**src/rtl/irq_ext_pkg.sv**
```systemverilog
package irq_ext_pkg;
  localparam int unsigned XLEN    = 32;
  localparam int unsigned NUM_IRQ = 32;
  localparam int unsigned IDX_W   = $clog2(NUM_IRQ);
  localparam int unsigned ADDR_W  = 12;

  localparam logic [ADDR_W-1:0] CSR_EN_ADDR   = 12'hbe0;
  localparam logic [ADDR_W-1:0] CSR_PEND_ADDR = 12'hfe0;
  localparam logic [ADDR_W-1:0] CSR_LOW_ADDR  = 12'hfe4;

  typedef logic [NUM_IRQ-1:0] irq_vec_t;
  typedef logic [IDX_W-1:0]   irq_idx_t;
endpackage

```
**src/rtl/irq_line_sampler.sv**
```systemverilog
module irq_line_sampler #(
  parameter int unsigned W = 32
) (
  input  logic         clk_i,
  input  logic         rst_ni,
  input  logic [W-1:0] irq_i,
  output logic [W-1:0] pend_o
);
  logic [W-1:0] pend_q;

  for (genvar g = 0; g < W; g++) begin : g_line
    always_ff @(posedge clk_i or negedge rst_ni) begin
      if (!rst_ni) pend_q[g] <= 1'b0;
      else         pend_q[g] <= irq_i[g];
    end
  end

  assign pend_o = pend_q;
endmodule

```
**src/rtl/irq_lsb_encoder.sv**
```systemverilog
module irq_lsb_encoder #(
  parameter int unsigned W     = 32,
  parameter int unsigned IDX_W = $clog2(W)
) (
  input  logic [W-1:0]     vec_i,
  output logic [IDX_W-1:0] idx_o,
  output logic             any_o
);
  always_comb begin
    logic found;
    found = 1'b0;
    idx_o = '0;
    for (int i = 0; i < int'(W); i++) begin
      if (!found && vec_i[i]) begin
        idx_o = IDX_W'(i);
        found = 1'b1;
      end
    end
  end

  assign any_o = |vec_i;
endmodule

```
**src/rtl/irq_csr_file.sv**
```systemverilog
module irq_csr_file
  import irq_ext_pkg::*;
(
  input  logic              clk_i,
  input  logic              rst_ni,
  input  logic [ADDR_W-1:0] csr_addr_i,
  input  logic              csr_we_i,
  input  logic [XLEN-1:0]   csr_wdata_i,
  input  irq_vec_t          pend_i,
  input  irq_idx_t          lowest_i,
  output irq_vec_t          en_o,
  output logic [XLEN-1:0]   rdata_o
);
  irq_vec_t en_q;
  logic     en_wr;

  assign en_wr = csr_we_i && (csr_addr_i == CSR_EN_ADDR);

  always_ff @(posedge clk_i or negedge rst_ni) begin
    if (!rst_ni)    en_q <= '1;
    else if (en_wr) en_q <= csr_wdata_i[NUM_IRQ-1:0];
  end

  always_comb begin
    unique case (csr_addr_i)
      CSR_EN_ADDR:   rdata_o = XLEN'(en_q);
      CSR_PEND_ADDR: rdata_o = XLEN'(pend_i);
      CSR_LOW_ADDR:  rdata_o = {{(XLEN-IDX_W){1'b0}}, lowest_i};
      default:       rdata_o = '0;
    endcase
  end

  assign en_o = en_q;

  assert_en_hold_R8: assert property (@(posedge clk_i) disable iff (!rst_ni)
    (csr_we_i && csr_addr_i != CSR_EN_ADDR) |=> (en_q == $past(en_q)));
  assert_en_load_R2: assert property (@(posedge clk_i) disable iff (!rst_ni)
    en_wr |=> (en_q == $past(csr_wdata_i[NUM_IRQ-1:0])));
endmodule

```
**src/rtl/irq_ext_ctrl.sv**
```systemverilog
module irq_ext_ctrl
  import irq_ext_pkg::*;
(
  input  logic              clk_i,
  input  logic              rst_ni,
  input  logic [NUM_IRQ-1:0] irq_i,
  input  logic              mstatus_mie_i,
  input  logic              mie_meie_i,
  input  logic [ADDR_W-1:0] csr_addr_i,
  input  logic              csr_we_i,
  input  logic [XLEN-1:0]   csr_wdata_i,
  output logic [XLEN-1:0]   csr_rdata_o,
  output logic              meip_o,
  output logic [IDX_W-1:0]  lowest_idx_o,
  output logic              take_irq_o
);
  irq_vec_t pend;
  irq_vec_t en;
  irq_vec_t active;
  irq_idx_t lowest;
  logic     any_active;

  irq_line_sampler #(.W(NUM_IRQ)) u_sampler (
    .clk_i  (clk_i),
    .rst_ni (rst_ni),
    .irq_i  (irq_i),
    .pend_o (pend)
  );

  assign active = pend & en;

  irq_lsb_encoder #(.W(NUM_IRQ), .IDX_W(IDX_W)) u_encoder (
    .vec_i (active),
    .idx_o (lowest),
    .any_o (any_active)
  );

  irq_csr_file u_csr (
    .clk_i       (clk_i),
    .rst_ni      (rst_ni),
    .csr_addr_i  (csr_addr_i),
    .csr_we_i    (csr_we_i),
    .csr_wdata_i (csr_wdata_i),
    .pend_i      (pend),
    .lowest_i    (lowest),
    .en_o        (en),
    .rdata_o     (csr_rdata_o)
  );

  assign meip_o       = any_active;
  assign lowest_idx_o = lowest;
  assign take_irq_o   = any_active & mstatus_mie_i & mie_meie_i;

  // one full edge out of reset before pend may be compared with irq_i
  logic past_ok_q;
  always_ff @(posedge clk_i or negedge rst_ni) begin
    if (!rst_ni) past_ok_q <= 1'b0;
    else         past_ok_q <= 1'b1;
  end

  assert_pend_follows_R9: assert property (@(posedge clk_i) disable iff (!rst_ni)
    past_ok_q |-> (pend == $past(irq_i)));
  assert_take_gated_R5: assert property (@(posedge clk_i) disable iff (!rst_ni)
    take_irq_o |-> (meip_o && mstatus_mie_i && mie_meie_i));
  assert_lowest_hit_R6: assert property (@(posedge clk_i) disable iff (!rst_ni)
    meip_o |-> (pend[lowest_idx_o] && en[lowest_idx_o]));
  assert_lowest_min_R6: assert property (@(posedge clk_i) disable iff (!rst_ni)
    meip_o |-> ((pend & en & ((irq_vec_t'(1) << lowest_idx_o) - 1'b1)) == '0));
  assert_idle_zero_R7: assert property (@(posedge clk_i) disable iff (!rst_ni)
    !meip_o |-> (lowest_idx_o == '0 && !take_irq_o));
endmodule

```
**config.mk**
```make
export PLATFORM = sky130hd
export DESIGN_NAME = irq_ext_ctrl
export DESIGN_NICKNAME = d
export VERILOG_FILES = /design/src/rtl/irq_ext_pkg.sv /design/src/rtl/irq_line_sampler.sv /design/src/rtl/irq_lsb_encoder.sv /design/src/rtl/irq_csr_file.sv /design/src/rtl/irq_ext_ctrl.sv
export SDC_FILE = /design/constraint.sdc
export NUM_CORES = 1
export LEC_CHECK = 0
export BUFFER_PORTS_ARGS = -buffer_cell sky130_fd_sc_hd__buf_2
export CORE_MARGIN = 5
export CORE_UTILIZATION = 35
export DETAILED_ROUTE_END_ITERATION = 16
export PLACE_DENSITY = 0.59
export SYNTH_ARGS = -nofsm -noshare
export SYNTH_HDL_FRONTEND = slang
export SYNTH_SLANG_ARGS = --single-unit
```
**constraint.sdc**
```tcl
create_clock -name clk_i -period 2.05 [get_ports clk_i]
set_input_delay 0.205 -clock clk_i [delete_from_list [all_inputs] [get_ports clk_i]]
set_output_delay 0.205 -clock clk_i [all_outputs]
set_load 0.05 [all_outputs]
```
## Yosys cells after proc, flatten, opt, wreduce, memory -nomap -nowiden

Cells that the tools add are included.

| word-level totals | value |
|---|---|
| bits in registers | 64 |
| input port bits | 81 |
| word-level logic and storage cells | 166 |

| operators by class | value |
|---|---|
| eq/ne operators | 3 |
| mux-type cells | 63 |
| bitwise logic cells | 3 |
| reductions and logical operators | 64 |

Operators by type and width:

| cell | number |
|---|---|
| 32-bit one-hot mux with 3 select lines | 1 |
| 5-bit 2-to-1 mux | 16 |
| 12-bit equality test, second input constant | 3 |
| 32-bit AND | 1 |
| 1-bit logical AND | 32 |
| 1-bit 2-to-1 mux | 32 |
| 4-bit 2-to-1 mux | 8 |
| 32-bit OR reduction | 1 |
| 1-bit logical NOT | 31 |
| 3-bit 2-to-1 mux | 4 |
| 2-bit 2-to-1 mux | 2 |
| 1-bit AND | 2 |

## Logic depth before layout (Yosys ltp)

| depth | value |
|---|---|
| depth in word-level cells | 96 |
| gate-level depth with buffers | 8 |

## By module

A second synthesis with hierarchy kept.

| second synthesis, totals | value |
|---|---|
| cells, all modules | 300 |
| area total of the unflattened synthesis | 3490.8 sq um |

By module, submodules not included:

| module | instances | cells each | area each (sq um) | sequential area each (sq um) |
|---|---|---|---|---|
| irq_csr_file | 1 | 153 | 1973.1 | 840.8 |
| irq_line_sampler | 1 | 32 | 800.8 | 800.8 |
| irq_lsb_encoder | 1 | 82 | 510.5 | 0.0 |
| irq_ext_ctrl | 1 | 33 | 206.4 | 0.0 |

## Worst setup path after synthesis

OpenSTA, ideal clock, no wires.

| timing path | value |
|---|---|
| kind | reg2out |
| from | reg u_csr.en_q[16], in the netlist u_csr.en_o[16] |
| to | out csr_rdata_o[2] |
| arrival | 3.014 ns |
| path slack | -1.169 ns |
| cell stages (with the launch flop) | 8 |
| path buffers | 0 |
| cell sequence | dfstp_2 -> a22o_1 -> nor2_1 -> a21o_1 -> a31oi_1 -> o21ai_0 -> a31oi_1 -> nor2_1 |

| on the way | value |
|---|---|
| longest elaborated chain between the ends | 49 |
| elaborated cells between the ends (all ways) | 64 |
| those cells by class | 32 x mux; 1 x bitwise; 31 x reduce/logical |

RTL lines:

| item | line | RTL |
|---|---|---|
| start: declaration | irq_csr_file.sv:14 | `irq_vec_t en_q;` |
| start signal: assignment | irq_csr_file.sv:21 | `else if (en_wr) en_q <= csr_wdata_i[NUM_IRQ-1:0];` |
| 32-bit AND * | irq_ext_ctrl.sv:30 | `assign active = pend & en;` |
| 1-bit logical AND * | irq_lsb_encoder.sv:14 | `if (!found && vec_i[i]) begin` |
| 1-bit 2-to-1 mux | irq_lsb_encoder.sv:14 |  |
| 1-bit logical NOT | irq_lsb_encoder.sv:14 |  |
| 1-bit logical AND | irq_lsb_encoder.sv:14 |  |
| 1-bit 2-to-1 mux | irq_lsb_encoder.sv:14 |  |
| 1-bit logical NOT | irq_lsb_encoder.sv:14 |  |
| 1-bit logical AND | irq_lsb_encoder.sv:14 |  |
| (+34 left out) | - |  |
| 1-bit logical NOT | irq_lsb_encoder.sv:14 |  |
| 1-bit logical AND | irq_lsb_encoder.sv:14 |  |
| 1-bit 2-to-1 mux | irq_lsb_encoder.sv:14 |  |
| 1-bit logical NOT | irq_lsb_encoder.sv:14 |  |
| 1-bit logical AND | irq_lsb_encoder.sv:14 |  |
| 5-bit 2-to-1 mux * | irq_lsb_encoder.sv:14 |  |
| named net lowest_idx_o[2] | irq_ext_ctrl.sv:14 | `output logic [IDX_W-1:0] lowest_idx_o,` |
| 32-bit one-hot mux with 3 select lines * | irq_csr_file.sv:25 | `unique case (csr_addr_i)` |
| end: declaration | irq_ext_ctrl.sv:12 | `output logic [XLEN-1:0] csr_rdata_o,` |

The timed path passes the listed nets; every way through them passes the cells marked *.

## Worst setup path after layout

| timing path | value |
|---|---|
| from | reg u_csr.en_q[2], in the netlist u_csr.en_o[2] |
| to | out csr_rdata_o[0] |

| on the way | value |
|---|---|
| longest elaborated chain between the ends | 91 |
| elaborated cells between the ends (all ways) | 120 |
| those cells by class | 60 x mux; 1 x bitwise; 59 x reduce/logical |

RTL lines:

| item | line |
|---|---|
| 32-bit AND * | irq_ext_ctrl.sv:30 |
| 1-bit logical AND * | irq_lsb_encoder.sv:14 |
| 1-bit 2-to-1 mux | irq_lsb_encoder.sv:14 |
| 1-bit logical NOT | irq_lsb_encoder.sv:14 |
| 1-bit logical AND | irq_lsb_encoder.sv:14 |
| 1-bit 2-to-1 mux | irq_lsb_encoder.sv:14 |
| 1-bit logical NOT | irq_lsb_encoder.sv:14 |
| 1-bit logical AND | irq_lsb_encoder.sv:14 |
| (+75 left out) | - |
| 1-bit 2-to-1 mux | irq_lsb_encoder.sv:14 |
| 1-bit logical NOT | irq_lsb_encoder.sv:14 |
| 1-bit logical AND | irq_lsb_encoder.sv:14 |
| 1-bit 2-to-1 mux | irq_lsb_encoder.sv:14 |
| 1-bit logical NOT | irq_lsb_encoder.sv:14 |
| 1-bit logical AND | irq_lsb_encoder.sv:14 |
| 5-bit 2-to-1 mux * | irq_lsb_encoder.sv:14 |
| 32-bit one-hot mux with 3 select lines * | irq_csr_file.sv:25 |

Mark *: on every way between the ends. The rest lies on a longest branch, timed or not.

==> impl_metrics.prom <==
# TYPE chip_impl_metric gauge
chip_impl_metric{name="r2r_cells",unit=""} 3
chip_impl_metric{name="cts-buffers-inserted",unit=""} 9
chip_impl_metric{name="cp_max_fo",unit=""} 3
chip_impl_metric{name="synth_enable_flop_cells",unit=""} 0
chip_impl_metric{name="routed-via-count",unit=""} 3152
chip_impl_metric{name="placement.io_buffers",unit=""} 119
chip_impl_info{name="crit_path_top_delay_cell",value="sky130_fd_sc_hd__dfstp_2"} 1
chip_impl_metric{name="die_h",unit="um"} 109
chip_impl_metric{name="synth.lib_cells_used.distinct",unit=""} 45
chip_impl_metric{name="placement.cell_area",unit="um2"} 4830
chip_impl_metric{name="cts.clk_slew.worst_paths",unit="ns"} 0.07
chip_impl_metric{name="initial_core_util",unit=""} 0.352
chip_impl_metric{name="postRouteAntennaNets",unit=""} 0
chip_impl_metric{name="critical_path_buf_inv_count",unit=""} 2
chip_impl_info{name="setup_repair_after_global_routing_missed_its_margin",value="true"} 1
chip_impl_metric{name="finish.utilization",unit=""} 0.589
chip_impl_metric{name="synth_net_count",unit=""} 375
chip_impl_info{name="critical_path.top_delay_family",value="compound AO/OA/AOI/OAI gates"} 1
chip_impl_info{name="setup_crit_end",value="csr_rdata_o[0]"} 1
chip_impl_info{name="setup.worst_path.end_class",value="primary output"} 1
chip_impl_metric{name="fp.dieArea",unit="um2"} 11800
chip_impl_metric{name="drt_first_pass_iters",unit=""} 4
chip_impl_metric{name="drv.max_cap_violation_count",unit=""} 0
chip_impl_metric{name="finish.instance_area",unit="um2"} 5680
chip_impl_metric{name="p_per_area",unit="nW/um2"} 515
chip_impl_metric{name="relSlewSlack",unit=""} 0.597
chip_impl_metric{name="insertedDiodeCount",unit=""} 0
chip_impl_metric{name="top_level_ports",unit=""} 120
chip_impl_metric{name="antenna_found_initial",unit=""} 0
chip_impl_metric{name="floorplan.die.width",unit="um"} 109
chip_impl_metric{name="slew_violations",unit=""} 0
chip_impl_info{name="violated_checks",value="setup timing"} 1
chip_impl_metric{name="mappedNetlistArea",unit="um2"} 3400
chip_impl_info{name="crit_path_cell_trace",value="buf_4, nand2_1, a32o_1, a31oi_1, a221oi_2, o211ai_1, a211oi_1, o21ba_2, buf_6"} 1
chip_impl_info{name="path_class",value="flip-flop to primary output"} 1
chip_impl_info{name="clock-root-buffer",value="sky130_fd_sc_hd__clkbuf_8"} 1
chip_impl_metric{name="fill_cells",unit=""} 831
chip_impl_info{name="critical_path.startpoint",value="u_csr.en_o[2]$_DFFE_PN1P_"} 1
chip_impl_metric{name="route.detailed.wl_per_inst",unit="um"} 15.5
chip_impl_metric{name="whs",unit="ns"} 0.0837
chip_impl_metric{name="worst-r2r-setup-slack",unit="ns"} 1.12
chip_impl_metric{name="gpl.final_weighted_congestion",unit=""} 0.791
chip_impl_metric{name="timing.final.crit_share",unit=""} 1.26
chip_impl_metric{name="critPathArrivalTime",unit="ns"} 2.37
chip_impl_metric{name="setup_viol_count_final",unit=""} 12
chip_impl_metric{name="dp_hpwl",unit="um"} 7390
chip_impl_metric{name="clock-sinks",unit=""} 64
chip_impl_info{name="reg2reg_from",value="u_csr.en_o[21]$_DFFE_PN1P_"} 1
chip_impl_info{name="run_status",value="finished with violations"} 1
chip_impl_metric{name="dr.first_iter.drc_count",unit=""} 123
chip_impl_metric{name="grtUsageTotal",unit=""} 0.180
chip_impl_metric{name="final_hold_viol_count",unit=""} 0
chip_impl_metric{name="synth-seq-cells",unit=""} 64
chip_impl_metric{name="slowest_delay",unit="ns"} 0.56
chip_impl_info{name="synth_ff_type",value="sky130_fd_sc_hd__dfstp_2"} 1
chip_impl_metric{name="tightest_slew",unit="ns"} 0.604
chip_impl_info{name="cts_tree",value="yes"} 1
chip_impl_info{name="critical_path.startpoint_type",value="flip-flop"} 1
chip_impl_metric{name="leakage",unit="uW"} 0.00281
chip_impl_metric{name="async_reset_ff_frac",unit=""} 1.00
chip_impl_metric{name="final_critical_path_setup_slack",unit="ns"} -0.524
chip_impl_metric{name="first_pass_grt_wire_length",unit="um"} 16500
chip_impl_metric{name="syn-instance-count",unit=""} 294
chip_impl_metric{name="post_route_clock_skew",unit="ns"} 0
chip_impl_metric{name="fmaxAchievable",unit="GHz"} 0.389
chip_impl_info{name="worst_hold_path_type",value="input port to flip-flop"} 1
chip_impl_metric{name="syn2layout_area_growth",unit="%"} 67.3
chip_impl_metric{name="clock_period_minus_worst_slack",unit="ns"} 2.57
chip_impl_info{name="regToRegEndpoint",value="u_csr.en_o[21]$_DFFE_PN1P_"} 1
chip_impl_metric{name="placementRows",unit=""} 36
chip_impl_metric{name="critical_path_required",unit="ns"} 1.85
chip_impl_metric{name="placeable_core_region",unit="um2"} 9640
chip_impl_metric{name="worst_voltage_drop_across_the_vdd_grid",unit="mV"} 0.324
chip_impl_metric{name="synthesis.area_per_instance",unit="um2"} 11.6
chip_impl_metric{name="route.final.wire_length",unit="um"} 10300
chip_impl_metric{name="synthesis.yosys.warnings",unit=""} 0
chip_impl_metric{name="layout-drive-gt1-share",unit=""} 0.610
chip_impl_metric{name="first_global_vias",unit=""} 3448
chip_impl_metric{name="clk-insertion-delay-late",unit="ns"} 0.34
chip_impl_metric{name="synth.yosys.seq_area_share",unit=""} 0.483
chip_impl_metric{name="clock_path_buffers",unit=""} 2
chip_impl_metric{name="crit_path_cell_count",unit=""} 9
chip_impl_metric{name="drcViolationCount",unit=""} 0
chip_impl_metric{name="num-nets-final",unit=""} 610
chip_impl_metric{name="grt_start_max_net_pins",unit=""} 42
chip_impl_metric{name="route.detailed.vias_per_inst",unit=""} 4.73
chip_impl_metric{name="grt_overflow_total",unit=""} 0
chip_impl_metric{name="number_of_h_tree_branching_levels",unit=""} 3
-- power by group --
part,switching (uW),internal [uW]
logic,157,201
registers,29.5,1300
clock network,486,751
total,673,2250
-- state kept, by name (all words and copies together), names as in the netlist --
register,count
u_csr.en_o,32
u_sampler.pend_o,32
-- area by class of cell --
class / instances / area (um2) / share of cell area
sequential: 64 / 1640 / 0.289
clock buffer: 13 / 159 / 0.0280
clock inverter: 3 / 65.1 / 0.0115
timing repair buffer: 236 / 1700 / 0.299
tap: 133 / 166 / 0.0293
inverter: 1 / 3.75 / 0.000661
multi-input combinational: 217 / 1950 / 0.342
-- how the worst min path moves through the flow --
| stage | startpoint | endpoint | slack, ns | cells past startpoint |
|---|---|---|---|---|
| global route | csr_wdata_i[6] | u_csr.en_o[6]$_DFFE_PN1P_ | 0.08 | 2 |
| finish | csr_wdata_i[3] | u_csr.en_o[3]$_DFFE_PN1P_ | 0.08 | 2 |
| global placement | rst_ni | u_sampler.pend_o[3]$_DFF_PN0_ | 0.25 | 1 |
| detailed placement | rst_ni | u_sampler.pend_o[2]$_DFF_PN0_ | 0.24 | 1 |
| floorplan | rst_ni | u_sampler.pend_o[0]$_DFF_PN0_ | -0.09 | 0 |
| CTS | csr_wdata_i[2] | u_csr.en_o[2]$_DFFE_PN1P_ | 0.07 | 2 |
-- layer usage --
metal	part of all wire	vias to the layer above	global-route usage
met5	0	-	0
met4	0.017	0	0.0640
met3	0.048	13	0.0370
met2	0.51	81	0.314
met1	0.43	1507	0.219
li1	-	1551	-
-- through the flow --
stage	power (uW)	instances	setup WS [ns]	TNS, ns
6_report	2930	667	-0.524	-3.92
5_1_grt	3050	667	-0.651	-5.40
4_1_cts	2970	667	-0.540	-4.45
3_5_place_dp	1640	612	-0.359	-5.03
3_3_place_gp	1640	612	-0.365	-5.12
2_1_floorplan	1460	294	-0.204	-5.44
-- cells in the mapped netlist, types with 2 or more instances --
cell	number	share of area
sky130_fd_sc_hd__dfstp_2	32	0.25
sky130_fd_sc_hd__mux2i_1	32	0.094
sky130_fd_sc_hd__mux2_2	2	0.0066
sky130_fd_sc_hd__clkbuf_1	5	0.0055
sky130_fd_sc_hd__buf_6	2	0.0066
sky130_fd_sc_hd__nand4_1	2	0.0037
sky130_fd_sc_hd__o211ai_1	4	0.0088
sky130_fd_sc_hd__a21boi_0	2	0.0044
sky130_fd_sc_hd__o21ai_0	5	0.0074
sky130_fd_sc_hd__dfrtp_1	32	0.24
sky130_fd_sc_hd__a31oi_1	5	0.0092
sky130_fd_sc_hd__a221oi_1	2	0.0052
sky130_fd_sc_hd__buf_12	3	0.018
sky130_fd_sc_hd__a22oi_1	9	0.020
sky130_fd_sc_hd__a41oi_1	2	0.0052
sky130_fd_sc_hd__nor2_1	39	0.043
sky130_fd_sc_hd__and2_1	4	0.0074
sky130_fd_sc_hd__buf_1	2	0.0022
sky130_fd_sc_hd__a21oi_1	6	0.0088
sky130_fd_sc_hd__mux2_4	30	0.13
sky130_fd_sc_hd__nand3_1	12	0.018
sky130_fd_sc_hd__and3_1	6	0.011
sky130_fd_sc_hd__or2_2	2	0.0037
sky130_fd_sc_hd__nand2_1	28	0.031
sky130_fd_sc_hd__a22o_1	6	0.015
-- timing repair --
item,CTS,global route
hold buffers,33,0
resized for setup,52,10
setup endpoints to repair,12,12
pin swaps,13,12
hold endpoints to repair,44,0
buffers inserted,8,4
-- logic make-up (layout without fill, tap and decap cells) --
logic type	Yosys count	after routing	share of synthesized area
simple gates	102	102	0.140
mux	64	64	0.234
flops	64	64	0.483
compound gates	51	51	0.109
buf+inv	13	253	0.0332
-- cells in the final DEF, fill, tap and decap left out, types with 5 or more instances in the layout --
cell type	netlist	layout
sky130_fd_sc_hd__buf_6	2	9
sky130_fd_sc_hd__and3_1	6	5
sky130_fd_sc_hd__buf_8	0	6
sky130_fd_sc_hd__nand3_1	12	9
sky130_fd_sc_hd__a22oi_2	0	8
sky130_fd_sc_hd__mux2_4	30	30
sky130_fd_sc_hd__clkbuf_8	0	11
sky130_fd_sc_hd__buf_2	0	108
sky130_fd_sc_hd__buf_4	0	77
sky130_fd_sc_hd__dfrtp_1	32	32
sky130_fd_sc_hd__nand2_1	28	25
sky130_fd_sc_hd__dlygate4sd3_1	0	33
sky130_fd_sc_hd__mux2i_1	32	32
sky130_fd_sc_hd__dfstp_2	32	32
sky130_fd_sc_hd__nor2_1	39	33
No activity file was read; power rests on OpenSTA's default activity.
